--- config.mk ---
export PLATFORM = sky130hd
export DESIGN_NAME = panel_pwr_seq
export DESIGN_NICKNAME = d
export VERILOG_FILES = /design/src/rtl/pps_pkg.sv /design/src/rtl/pps_vsync_sync.sv /design/src/rtl/pps_period_cnt.sv /design/src/rtl/panel_pwr_seq.sv
export SDC_FILE = /design/constraint.sdc
export NUM_CORES = 1
export LEC_CHECK = 0
export BUFFER_PORTS_ARGS = -buffer_cell sky130_fd_sc_hd__clkbuf_2
export CAP_MARGIN = 5
export CORE_UTILIZATION = 57
export DETAILED_ROUTE_END_ITERATION = 8
export PLACE_DENSITY = 0.89
export SETUP_SLACK_MARGIN = 0.15
export SYNTH_ARGS = -nofsm -noshare
export SYNTH_HDL_FRONTEND = slang
export SYNTH_SLANG_ARGS = --single-unit
--- constraint.sdc ---
create_clock -name clk -period 4.3 [get_ports clk]
set_input_delay 1.075 -clock clk [delete_from_list [all_inputs] [get_ports clk]]
set_output_delay 1.075 -clock clk [all_outputs]
set_load 0.02 [all_outputs]
--- src/rtl/pps_pkg.sv ---
package pps_pkg;
  typedef enum logic {ST_IDLE, ST_WAIT} pps_state_t;

  // Step order is behaviour: the enables must come up in this sequence.
  typedef enum logic [1:0] {
    STP_PANEL  = 2'd0,
    STP_DATA   = 2'd1,
    STP_BIAS   = 2'd2,
    STP_SETTLE = 2'd3
  } pps_step_t;

  function automatic pps_step_t step_after(pps_step_t s);
    return pps_step_t'(s + 2'd1);
  endfunction

  function automatic logic is_final(pps_step_t s);
    return s == STP_SETTLE;
  endfunction
endpackage

--- src/rtl/pps_vsync_sync.sv ---
module pps_vsync_sync #(
  parameter int unsigned STAGES = 2
) (
  input  logic clk,
  input  logic rst_n,
  input  logic vsync_i,
  output logic vs_sync_o
);
  logic [STAGES-1:0] chain_q;

  generate
    genvar g;
    for (g = 0; g < STAGES; g++) begin : g_stage
      always_ff @(posedge clk or negedge rst_n) begin
        if (!rst_n) chain_q[g] <= 1'b0;
        else if (g == 0) chain_q[g] <= vsync_i;
        else chain_q[g] <= chain_q[(g == 0) ? 0 : g-1];
      end
    end
  endgenerate

  assign vs_sync_o = chain_q[STAGES-1];
endmodule

--- src/rtl/pps_period_cnt.sv ---
module pps_period_cnt #(
  parameter int unsigned DLY_W = 4
) (
  input  logic             clk,
  input  logic             rst_n,
  input  logic             load_i,
  input  logic [DLY_W-1:0] load_val_i,
  input  logic             vs_sync_i,
  input  logic             bypass_i,
  output logic             tick_o,
  output logic             expired_o
);
  logic [DLY_W-1:0] rem_q;
  logic             seen_low_q;

  // a period completes when vsync is active after an inactive phase
  assign tick_o    = seen_low_q & vs_sync_i & ~load_i & (rem_q != '0);
  assign expired_o = bypass_i | (rem_q == '0);

  always_ff @(posedge clk or negedge rst_n) begin
    if (!rst_n) begin
      rem_q      <= '0;
      seen_low_q <= 1'b0;
    end else if (load_i) begin
      rem_q      <= load_val_i;
      seen_low_q <= 1'b0;
    end else begin
      if (tick_o) rem_q <= rem_q - 1'b1;
      seen_low_q <= tick_o ? 1'b0 : (seen_low_q | ~vs_sync_i);
    end
  end
endmodule

--- src/rtl/panel_pwr_seq.sv ---
module panel_pwr_seq
  import pps_pkg::*;
#(
  parameter int unsigned DLY_W       = 4,
  parameter int unsigned SYNC_STAGES = 2
) (
  input  logic             clk,
  input  logic             rst_n,
  input  logic             start_i,
  input  logic             dir_i,
  input  logic [DLY_W-1:0] delay_i,
  input  logic             vsync_i,
  input  logic             pll_on_i,
  input  logic             timing_on_i,
  output logic             panel_en_o,
  output logic             data_en_o,
  output logic             bias_en_o,
  output logic             busy_o,
  output logic             done_o
);
  pps_state_t       state_q;
  pps_step_t        step_q, step_nxt;
  logic             dir_q, dir_eff;
  logic [DLY_W-1:0] dly_q, dly_eff;
  logic             panel_q, data_q, bias_q, done_q;

  // named internal events
  logic vs_sync, period_tick, wait_over, bypass;
  logic accept, step_fire, finish;

  assign bypass    = ~pll_on_i | ~timing_on_i;
  assign accept    = (state_q == ST_IDLE) & start_i;
  assign step_fire = accept | ((state_q == ST_WAIT) & wait_over & ~is_final(step_q));
  assign finish    = (state_q == ST_WAIT) & wait_over & is_final(step_q);
  assign step_nxt  = accept ? STP_PANEL : step_after(step_q);
  assign dir_eff   = accept ? dir_i : dir_q;
  assign dly_eff   = accept ? delay_i : dly_q;

  pps_vsync_sync #(.STAGES(SYNC_STAGES)) u_sync (
    .clk       (clk),
    .rst_n     (rst_n),
    .vsync_i   (vsync_i),
    .vs_sync_o (vs_sync)
  );

  pps_period_cnt #(.DLY_W(DLY_W)) u_cnt (
    .clk        (clk),
    .rst_n      (rst_n),
    .load_i     (step_fire),
    .load_val_i (dly_eff),
    .vs_sync_i  (vs_sync),
    .bypass_i   (bypass),
    .tick_o     (period_tick),
    .expired_o  (wait_over)
  );

  always_ff @(posedge clk or negedge rst_n) begin
    if (!rst_n) begin
      state_q <= ST_IDLE;
      step_q  <= STP_PANEL;
      dir_q   <= 1'b0;
      dly_q   <= '0;
      panel_q <= 1'b0;
      data_q  <= 1'b0;
      bias_q  <= 1'b0;
      done_q  <= 1'b0;
    end else begin
      done_q <= finish;
      if (accept) begin
        dir_q   <= dir_i;
        dly_q   <= delay_i;
        state_q <= ST_WAIT;
      end
      if (finish) state_q <= ST_IDLE;
      if (step_fire) begin
        step_q <= step_nxt;
        unique case (step_nxt)
          STP_PANEL:  panel_q <= dir_eff;
          STP_DATA:   data_q  <= dir_eff;
          STP_BIAS:   bias_q  <= dir_eff;
          STP_SETTLE: panel_q <= dir_eff;  // same value, one more interval
          default:    ;
        endcase
      end
    end
  end

  assign panel_en_o = panel_q;
  assign data_en_o  = data_q;
  assign bias_en_o  = bias_q;
  assign busy_o     = (state_q == ST_WAIT);
  assign done_o     = done_q;
endmodule

* Word level (Yosys, flattened, before mapping)
Cells that the tools add are included.
Widths: inputs -> output; s select.
** Storage, ports and cells
- Register bits after elaboration :: 19
- Input bits :: 11
- Output and inout bits :: 5
- Logic and storage cells :: 53
** Operators by class
- Add/subtract/negate cells :: 2
- Eq/ne operators :: 4
- Multiplexer cells :: 9
- Bitwise logic cells :: 17
- Reduce and logical (&&, ||, !) cells :: 9
** Operator list (number)
- $mux 4 :: 3
- $and 1x1->1 :: 7
- $eq 2x2->1 const B :: 3
- $not 1->1 :: 6
- $reduce_and 2->1 :: 3
- $mux 1 :: 5
- $logic_not 4->1 :: 1
- $or 1x1->1 :: 4
- $reduce_bool 2->1 :: 2
- $reduce_bool 4->1 :: 1
- $sub 4x1->4 const B :: 1
- $add 2x1->2 const B :: 1
- $eq 2x1->1 const B :: 1
- $logic_not 2->1 :: 1
- $mux 2 :: 1
- $reduce_or 2->1 :: 1

* Depth between registers and ports, before layout
- Depth in word-level cells :: 11
- Gate-level depth with buffers :: 8
- Mapped depth without buffers :: 6

* Hierarchy
A second synthesis with hierarchy kept.
** Second synthesis, totals
- Cell total of the unflattened synthesis :: 81
- Area total of the unflattened synthesis :: 949.7 sq um
** By module, submodules not included
- panel_pwr_seq :: times used 1, cells an instance 47, area each 601.8 sq um, seq. area each 300.3 sq um
- pps_period_cnt :: times used 1, cells an instance 32, area each 297.8 sq um, seq. area each 125.1 sq um
- pps_vsync_sync :: times used 1, cells an instance 2, area each 50.0 sq um, seq. area each 50.0 sq um

* Least setup slack after synthesis
Ideal clock, no wire load.
- Path kind :: input to register
- From :: in start_i
- To :: reg panel_q, in the netlist panel_en_o
- Setup time :: 0.128 ns
- Data arrival time :: 1.999 ns
- Setup slack :: 2.173 ns
- Stages :: 7
- Buffers on the path :: 1
- Path through :: nand2b_1 > clkbuf_8 > nand2_1 > inv_1 > ha_1 > nand2_1 > mux2_1
** Between the ends
- Longest elaborated chain between the ends :: 5
- Elaborated cells between the ends (all ways) :: 8
** Ends and longest elaborated chain
- from (decl) :: RTL line panel_pwr_seq.sv:9 : input logic start_i,
- $and 1x1->1 * :: RTL line panel_pwr_seq.sv:32 : assign accept = (state_q == ST_IDLE) & start_i;
- $mux 2 * :: RTL line panel_pwr_seq.sv:35 : assign step_nxt = accept ? STP_PANEL : step_after(step_q);
- named net step_nxt[1] :: RTL line panel_pwr_seq.sv:22 : pps_step_t step_q, step_nxt;
- $eq 2x2->1 / $logic_not 2->1 (equally long branches) :: RTL line panel_pwr_seq.sv:77 : unique case (step_nxt)
- $reduce_or 2->1 (no line) *
- $reduce_and 2->1 (no line) *
- to (signal assigned) :: RTL line panel_pwr_seq.sv:78 : STP_PANEL: panel_q <= dir_eff;
- to (signal assigned) :: RTL line panel_pwr_seq.sv:81 : STP_SETTLE: panel_q <= dir_eff;
- to (decl) :: RTL line panel_pwr_seq.sv:25 : logic panel_q, data_q, bias_q, done_q;
The timed path passes the listed nets; every way through them passes the cells marked *.
A chain may end at the register's enable or synchronous reset.

* Worst setup path after layout
- From :: reg state_q, in the netlist busy_o
- To :: out busy_o
** RTL lines
- from (decl) :: RTL line panel_pwr_seq.sv:21 : pps_state_t state_q;
- from (signal assigned) :: RTL line panel_pwr_seq.sv:59 : state_q <= ST_IDLE;
- from (signal assigned) :: RTL line panel_pwr_seq.sv:72 : state_q <= ST_WAIT;
- from (signal assigned) :: RTL line panel_pwr_seq.sv:74 : if (finish) state_q <= ST_IDLE;
- to (decl) :: RTL line panel_pwr_seq.sv:18 : output logic busy_o,
No word-level cell between the ends.

==> impl_metrics.py <==
metrics = {
    "drt": {
        "vias": 636,
        "wl_per_cell_um": 14.3,
        "drc": 0,
        "drtAntennaViolNets": 0,
        "dr.first_iter.drc_count": 13,
        "viasPerCell": 5.73,
        "drt-total-wl_um": 1590,
        "first_pass_iters": 4,
    },
    "synthesis": {
        "syn_nets": 93,
        "ys_seq_elements": 19,
        "yosysSeqAreaShare_pct": 50.2,
        "synth_cells": 78,
        "syn_area_sq_um": 947,
        "synth_top_cell_by_area": "dfrtp_1",
        "yosysTopAreaCellShare_pct": 50.2,
        "ys_types": 32,
        "avgSynthCellArea_sq_um": 12.1,
        "yosys_warnings": 0,
        "synth_area_leaders": "dfrtp_1 50%, mux2_2 8.3%, ha_1 5.3%, nand2_1 3.6%, mux2_1 3.6%",
    },
    "place": {
        "dp_cells": 107,
        "port_buffers": 15,
        "gp_congestion": 0.798,
        "dp_hpwl_um": 1200,
    },
    "floorplanning": {
        "initial_core_util_pct": 62.2,
        "coreArea_sq_um": 1520,
        "row_count": 14,
        "top_level_ports": 16,
        "die_area_sq_um": 1830,
        "die_h_um": 42.8,
        "die_w_um": 42.8,
    },
    "hold_path": {
        "hold_depth": 0,
        "hp-start": "u_sync.chain_q[0]",
        "hp-class": "reg2reg",
        "hold_path_end": "u_sync.vs_sync_o",
    },
    "global_route": {
        "antenna_found_initial": 0,
        "track_usage_pct": 21.1,
        "grt_max_degree": 20,
        "overflow": 0,
        "top_usage_layer": "met2",
        "grtUsageMet1_pct": 22.5,
        "use_met2_pct": 36.1,
        "grt_pass1_wl_um": 2700,
        "grt_pass1_vias": 636,
        "met3_usage_pct": 7.66,
    },
    "sta": {
        "max_slew.worst_pin.slew_ps": 453,
        "fin_crit_ps": 2140,
        "finalMaxSlewViolations": 0,
        "finalSetupViolations": 0,
        "clock_skew_ps": 1.94,
        "setup_tns_ps": 0,
        "period_share_pct": 49.7,
        "slew_headroom_pct": 69.8,
        "fmax_ghz": 0.467,
        "rsz0062_at_grt": "no",
        "finalHoldViolCount": 0,
    },
    "run": {
        "maxCapViolCount": 0,
    },
    "pwr": {
        "irDropWorstVdd_mv": 0.501,
        "power_density_nw_per_um2": 736,
        "p_leak_nw": 0.496,
        "total_power_mw": 0.769,
    },
    "cts": {
        "h-tree-depth": 1,
        "tritoncts": "yes",
        "clock-sinks": 19,
        "cts_buffers": 3,
        "hold_buffers": 0,
        "post_cts.repair.setup_buffers": 0,
        "cts_resized": 0,
        "clkTransAtPathRegs_ps": 100,
        "root_buffer": "clkbuf_4",
        "clock_path_buffers": 2,
        "insertion_delay_ps": 310,
    },
    "layout": {
        "n_antenna_cell": 0,
        "utilization_pct": 68.6,
        "most-common-layout-cells": "19 x dfrtp_1, 15 x clkbuf_2, 9 x nand2_1, 7 x mux2_2",
        "layout_commonest_cell": "dfrtp_1",
        "drive_gt1_share_pct": 34.7,
        "stdcell_count": 111,
        "fin_nets": 111,
        "fillCellCount": 119,
        "area_growth_pct": 10.3,
    },
    "setup_path": {
        "critPathTopFamily": "flip-flops",
        "crit_chain": "clkbuf_2",
        "critPathBufInv": 1,
        "slowest_delay_ps": 530,
        "rr_endpoint": "panel_en_o",
        "cp.arrival_ps": 1060,
        "cp-end-kind": "primary output",
        "crit_slowest_cell": "dfrtp_1",
        "worstPathRequired_ps": 3220,
        "crit_type": "reg2out",
        "reg2reg_slack_ps": 2260,
        "rr_worst_depth": 6,
        "crit_fanout": 11,
        "startpoint_type": "flip-flop",
        "r2r-start": "u_cnt.rem_q[0]",
    },
    "run_status": {
        "status": "finished clean",
    },
}
flip-flops by register name, indices dropped and copies added (netlist names):
register	flops
bias_en_o	1
busy_o	1
data_en_o	1
dir_q	1
dly_q	4
done_o	1
panel_en_o	1
step_q	2
u_cnt.rem_q	4
u_cnt.seen_low_q	1
u_sync.chain_q	1
u_sync.vs_sync_o	1
worst max path at each step:
| stage | depth (start not counted) | start | endpoint |
|---|---|---|---|
| final | 1 | busy_o | busy_o |
| after global routing | 1 | busy_o | busy_o |
| after global placement | 6 | start_i | panel_en_o |
| after detailed placement | 6 | start_i | panel_en_o |
| after CTS | 1 | busy_o | busy_o |
| after floorplan | 7 | start_i | panel_en_o |
stage by stage:
stage | setup slack (ps) | hold slack, ps | cell area [sq um]
4_1_cts | 2150 | 381 | 1040
6_report | 2160 | 372 | 1040
3_5_place_dp | 1860 | 356 | 1020
2_1_floorplan | 2170 | 331 | 947
3_3_place_gp | 1960 | 345 | 1020
5_1_grt | 2110 | 387 | 1040
kinds of logic (layout without fill, tap and decap cells):
group                      Yosys count  in the layout  synth area share, %
xor gates and xnor gates             2              2                 1.85
AOI/OAI and AO/OA                   11             11                 11.6
DFF                                 19             19                 50.2
buffers and inverters                6             23                 4.23
adders and majority gates            4              4                 5.28
muxes                               11             11                 12.9
and+or+nand+nor                     25             25                 13.9
cell usage after synthesis, drive strengths merged:
master   number
a211oi        1
a21boi        1
a21o          1
a21oi         1
a2bb2oi       2
a31oi         2
and2          1
and3          1
buf           1
clkbuf        1
dfrtp        19
ha            4
inv           4
mux2         10
mux2i         1
nand2         9
nand2b        2
nand3         1
nor2          4
nor2b         2
nor3          1
nor3b         1
nor4          1
o2111ai       1
o211ai        1
o21ai         1
or3           1
or3b          1
xnor2         1
xor2          1
cell type report:
class | instances | area, sq um | area share [%]
multi-input cells | 53 | 432 | 41.3
flip-flops and latches | 19 | 475 | 45.5
clock inverters | 1 | 5.00 | 0.479
well taps | 16 | 20.0 | 1.92
clock buffers | 3 | 22.5 | 2.16
repair buffers | 15 | 75.1 | 7.19
inverters | 4 | 15.0 | 1.44
report_power, final:
group	switching, mW	internal [mW]	total [mW]
Clock	0.0574	0.0348	0.0922
Sequential	0.0552	0.259	0.315
Combinational	0.186	0.176	0.362
per-layer routing:
layer / up-vias / wire length [um]
li1: 308 / -
met1: 309 / 667
met2: 13 / 820
met4: 0 / 45
met5: - / 0
met3: 6 / 57
(Power assumes the default switching activity.)
